$ cat src/rtl/mc_pkg.sv
package mc_pkg;

  // Decoded strobe set, one bit per sequencing signal.
  typedef struct packed {
    logic adv;
    logic hold;
    logic acc_we;
    logic dac;
    logic addr_sel;
    logic ras;
    logic cas;
    logic ext_win;
  } strobe_t;

endpackage

$ cat src/rtl/mc_tick_counter.sv
module mc_tick_counter #(
  parameter int SUB_W = 2,
  parameter int PH_W  = 3
) (
  input  logic             clk,
  input  logic             rst,
  output logic [SUB_W-1:0] sub_q,
  output logic [PH_W-1:0]  ph_q,
  output logic [SUB_W-1:0] sub_nx,
  output logic [PH_W-1:0]  ph_nx
);

  localparam logic [SUB_W-1:0] SUB_LAST = '1;

  // Next count: the sub tick always steps, the phase steps when the sub tick wraps.
  always_comb begin
    sub_nx = sub_q + SUB_W'(1);
    ph_nx  = (sub_q == SUB_LAST) ? ph_q + PH_W'(1) : ph_q;
  end

  always_ff @(posedge clk) begin
    if (rst) begin
      sub_q <= '0;
      ph_q  <= '0;
    end else begin
      sub_q <= sub_nx;
      ph_q  <= ph_nx;
    end
  end

endmodule

$ cat src/rtl/mc_strobe_decode.sv
module mc_strobe_decode
  import mc_pkg::*;
#(
  parameter int SUB_W   = 2,
  parameter int PH_W    = 3,
  parameter int CAS_DLY = 1
) (
  input  logic [SUB_W-1:0] sub_i,
  input  logic [PH_W-1:0]  ph_i,
  output strobe_t          st_o
);

  // The top phase bit selects the subcycle; the rest give the phase within it.
  localparam int IP_W = PH_W - 1;
  localparam logic [IP_W-1:0]  IP_ADV  = IP_W'(0);
  localparam logic [IP_W-1:0]  IP_ROW  = IP_W'(1);
  localparam logic [IP_W-1:0]  IP_COL  = IP_W'(2);
  localparam logic [IP_W-1:0]  IP_WB   = IP_W'(3);
  localparam logic [SUB_W-1:0] SUB_0   = '0;
  localparam logic [SUB_W-1:0] SUB_END = '1;
  localparam logic [SUB_W-1:0] CAS_S   = SUB_W'(CAS_DLY);

  logic            ext;
  logic [IP_W-1:0] ip;
  logic            col_ph;
  logic            cas_on;

  assign ext    = ph_i[PH_W-1];
  assign ip     = ph_i[IP_W-1:0];
  assign col_ph = !ext && (ip == IP_COL);

  // The column-strobe delay variant is picked by the parameter.
  generate
    if (CAS_DLY == 0) begin : g_cas_now
      assign cas_on = col_ph;
    end else begin : g_cas_late
      assign cas_on = col_ph && (sub_i >= CAS_S);
    end
  endgenerate

  always_comb begin
    st_o          = '0;
    st_o.ext_win  = ext;
    st_o.adv      = !ext && (ip == IP_ADV) && (sub_i == SUB_0);
    st_o.hold     = col_ph && (sub_i == SUB_0);
    st_o.acc_we   = !ext && (ip == IP_WB);
    st_o.dac      = !ext && (ip == IP_WB) && (sub_i == SUB_END);
    st_o.addr_sel = !ext && (ip >= IP_COL) && (ip <= IP_WB);
    st_o.ras      = !ext && (ip >= IP_ROW) && (ip <= IP_WB);
    st_o.cas      = cas_on || (!ext && (ip == IP_WB));
  end

endmodule

$ cat src/rtl/mc_strobe_gen.sv
module mc_strobe_gen
  import mc_pkg::*;
#(
  parameter int SUB_W   = 2,
  parameter int PH_W    = 3,
  parameter int CAS_DLY = 1
) (
  input  logic             clk,
  input  logic             rst,
  output logic [PH_W-1:0]  phase_o,
  output logic [SUB_W-1:0] sub_o,
  output logic             adv_o,
  output logic             hold_le_o,
  output logic             acc_we_o,
  output logic             dac_le_o,
  output logic             addr_sel_o,
  output logic             ras_o,
  output logic             cas_o,
  output logic             ext_win_o
);

  logic [SUB_W-1:0] sub_q, sub_nx;
  logic [PH_W-1:0]  ph_q, ph_nx;
  strobe_t          st_nx, st_q;

  mc_tick_counter #(.SUB_W(SUB_W), .PH_W(PH_W)) u_cnt (
    .clk    (clk),
    .rst    (rst),
    .sub_q  (sub_q),
    .ph_q   (ph_q),
    .sub_nx (sub_nx),
    .ph_nx  (ph_nx)
  );

  // The next count is decoded so the registered strobes line up with the count.
  mc_strobe_decode #(.SUB_W(SUB_W), .PH_W(PH_W), .CAS_DLY(CAS_DLY)) u_dec (
    .sub_i (sub_nx),
    .ph_i  (ph_nx),
    .st_o  (st_nx)
  );

  always_ff @(posedge clk) begin
    if (rst) st_q <= '0;
    else     st_q <= st_nx;
  end

  assign phase_o    = ph_q;
  assign sub_o      = sub_q;
  assign adv_o      = st_q.adv;
  assign hold_le_o  = st_q.hold;
  assign acc_we_o   = st_q.acc_we;
  assign dac_le_o   = st_q.dac;
  assign addr_sel_o = st_q.addr_sel;
  assign ras_o      = st_q.ras;
  assign cas_o      = st_q.cas;
  assign ext_win_o  = st_q.ext_win;

endmodule

$ cat config.mk
export PLATFORM = sky130hd
export DESIGN_NAME = mc_strobe_gen
export DESIGN_NICKNAME = d
export VERILOG_FILES = /design/src/rtl/mc_pkg.sv /design/src/rtl/mc_tick_counter.sv /design/src/rtl/mc_strobe_decode.sv /design/src/rtl/mc_strobe_gen.sv
export SDC_FILE = /design/constraint.sdc
export NUM_CORES = 1
export LEC_CHECK = 0
export ABC_AREA = 1
export BUFFER_PORTS_ARGS = -buffer_cell sky130_fd_sc_hd__buf_2
export CAP_MARGIN = 20
export CORE_AREA = 2 2 39 41
export DETAILED_ROUTE_END_ITERATION = 6
export DIE_AREA = 0 0 41 43
export HOLD_SLACK_MARGIN = 0.08
export PLACE_DENSITY_LB_ADDON = 0.08
export REMOVE_ABC_BUFFERS = 1
export SLEW_MARGIN = 30
export SYNTH_ARGS = -nofsm -noshare
export SYNTH_HDL_FRONTEND = slang
export SYNTH_SLANG_ARGS = --single-unit
$ cat constraint.sdc
create_clock -name clk -period 3.2 [get_ports clk]
set_clock_uncertainty 0.1 [all_clocks]
set_input_delay 0.32 -clock clk [delete_from_list [all_inputs] [get_ports clk]]
set_output_delay 0.32 -clock clk [all_outputs]
set_load 0.05 [all_outputs]
==> impl_metrics.csv <==
group,metric,value,unit
worst_setup_path,cp.required,3.31,ns
synthesis,synth_top_area_frac,0.472,
layout,finalInstanceArea,617,sq um
outcome,status,"finished, final reports clean",
route,drc,0,
synthesis,synth_edf_count,0,
clocking,clock_latency,0.27,ns
route,drt-vias-per-instance,4.01,
hold_path,hold-path-endpoint,"u_cnt.sub_q[0]",
placed_design,gp_congestion,0.668,
die,die_w,41,um
layout,n_antenna_cell,0,
placed_design,dp_hpwl,577,um
worst_setup_path,r2r_cells,5,
placed_design,pre_cts_slack,1.78,ns
placed_design,portBuffers,14,
pwr,p_leak,0.347,nW
clocking,clockBufferDepth,2,
synthesis,yosysWarnings,0,
pwr,finalPower,342,uW
timing,rsz0062_at_grt,"false",
layout,synthToLayoutAreaGrowth,21.1,%
worst_setup_path,rr_endpoint,"ras_o",
synthesis,ys_types,18,
clocking,clock-root-buffer,"clkbuf_4",
clocking,clk_pin_slew,0.08,ns
synthesis,yosysMostFrequentCell,"dfxtp_1",
timing,finalHoldViolCount,0,
layout,post-route-util,0.446,
route,drt_wl_total,723,um
clocking,cts_setup_buffers,0,
hold_path,hold_path_depth,2,
die,row_count,14,
timing,finalSetupTns,0,ns
die,core_area,0.00138,sq mm
timing,relSlewSlack,0.758,
synthesis,synthTopCellsByCount,"12 x dfxtp_1, 8 x inv_1, 7 x nor2_1",
timing,clock.fmax,0.699,GHz
synthesis,ys_top_cells_by_area,"dfxtp_1 47%, ha_1 9.8%, inv_1 5.9%, nor2_1 5.2%, nand2_4 4.4%",
pwr,p_per_area,555,mW/mm^2
die,io-pin-count,15,
worst_setup_path,endpoint_kind,"register",
timing,period_share,0.447,
synthesis,syn_inst,52,
clocking,cts_hold_buffers,0,
worst_setup_path,crit_arrival,1.54,ns
clocking,numCtsBuffers,3,
worst_setup_path,timing.critical_path.from_type,"register",
hold_path,hold_path_class,"in2reg",
synthesis,synth_area_leader_cell,"dfxtp_1",
worst_setup_path,worstPathCellList,"ha_1 > nand3_1 > nand2_2 > nand2_1 > a21oi_1",
timing,slew_viol_final,0,
worst_setup_path,critPathBufInv,0,
layout,nNetsFinal,75,
pwr,peakVddDrop,0.203,mV
global_route,overflow,0,
timing,period_needed,1.43,ns
layout,drive_gt1_frac,0.426,
synthesis,ys_async_sr_fraction,0,
layout,n_fill_cell,143,
global_route,antenna_found_initial,0,
die,die-height,43,um
synthesis,avgSynthCellArea,9.79,sq um
synthesis,synth_seq_cells,12,
worst_setup_path,worstSetupPathType,"reg2reg",
worst_setup_path,critical_path.top_delay_family,"adder cells",
die,initial_core_util,0.368,
worst_setup_path,cp_max_fo,6,
global_route,grt_usage,0.101,
hold_path,hold_start,"rst",
timing,fin_ws,1.77,ns
clocking,htreeDepth,1,
timing,worst_pin_slew,0.363,ns
clocking,post_cts_resize_count,0,
worst_setup_path,ff2ff_setup_slack,1.77,ns
route,antenna_left,0,
clocking,clock_sinks,12,
route,vias,337,
die,die_area,0.00176,sq mm
worst_setup_path,r2r-start,"u_cnt.sub_q[0]",
run,maxCapViolations,0,
clocking,cts_tree,"done",
route,wl_per_cell,8.61,um
route,drt_iter0_markers,1,
synthesis,synthesis.area,509,sq um
global_route,grt_max_degree,8,
synthesis,synth-main-ff-cell,"dfxtp_1",
synthesis,ys_seq_area_frac,0.472,
global_route,grt_pass1_vias,306,
route,dr.pass1.iters,4,
placed_design,postPlaceCellArea,581,sq um
timing,setup_viol,0,
worst_setup_path,cp_slowest_cell,"ha_1",
global_route,grt_pass1_wl,1160,um
worst_setup_path,max_stage_delay,0.40,ns
==> metrics by stage <==
step                hold WS (ns)  cells
global placement           0.360     80
floorplan                  0.287     50
global route               0.236     84
finish                     0.238     84
detailed placement         0.363     80
CTS                        0.228     84
==> flip-flops by register name, indices dropped and copies added, names as in the netlist <==
register / count
u_cnt.ph_q: 2
u_cnt.sub_q: 2
acc_we_o: 1
addr_sel_o: 1
adv_o: 1
cas_o: 1
dac_le_o: 1
ext_win_o: 1
hold_le_o: 1
ras_o: 1
==> layout by cell type (no fill, tap or decap) <==
cell      count
a21oi_1       1
buf_2        14
clkbuf_4      3
clkbuf_8      1
clkinv_2      1
dfxtp_1      12
ha_1          4
inv_1         8
inv_4         1
nand2_1       4
nand2_2       3
nand2_4       2
nand3_1       2
nand3_2       1
nor2_1        7
nor2_2        1
nor2_8        1
xnor2_2       1
xor2_1        1
==> cells by family after synthesis <==
family          Yosys count  share of synthesized area
xor+xnor                  2                     0.0492
buf+inv                  12                      0.118
simple gates             21                      0.253
compound gates            1                    0.00982
flops                    12                      0.472
fa+ha+maj                 4                     0.0983
==> power by group <==
part	internal [mW]	switching, mW	total (mW)	leakage, nW
sequential	0.157	0.00512	0.162	0.0978
clock	0.0692	0.0512	0.120	0.0210
combinational	0.0156	0.0448	0.0603	0.228
==> layer usage <==
metal / global-route usage / vias up / routed length [um]
met1: 0.115 / 144 / 325
met4: 0.0800 / 0 / 19
met2: 0.147 / 9 / 340
li1: - / 182 / -
met5: 0 / - / 0
met3: 0.0314 / 2 / 38
==> worst max path at each step <==
stage,to,startpoint,slack (ns),cells past startpoint
final,ras_o,u_cnt.sub_q[0],1.77,5
after global routing,adv_o,u_cnt.sub_q[0],1.62,5
after CTS,phase_o[0],u_cnt.ph_q[0],1.75,1
after detailed placement,ras_o,u_cnt.sub_q[0],1.78,5
after global placement,ras_o,u_cnt.sub_q[0],1.79,5
after floorplan,ras_o,u_cnt.sub_q[0],1.48,5
==> cell type report <==
cell class / instances / area [sq um] / area share
flip-flops and latches: 12 / 240 / 0.389
multi-input cells: 28 / 209 / 0.339
repair buffers: 14 / 70.1 / 0.114
inverters: 10 / 41.3 / 0.0669
clock buffers: 4 / 36.3 / 0.0588
well taps: 16 / 20.0 / 0.0325
Note: power is estimated with default switching activity, not from simulation.
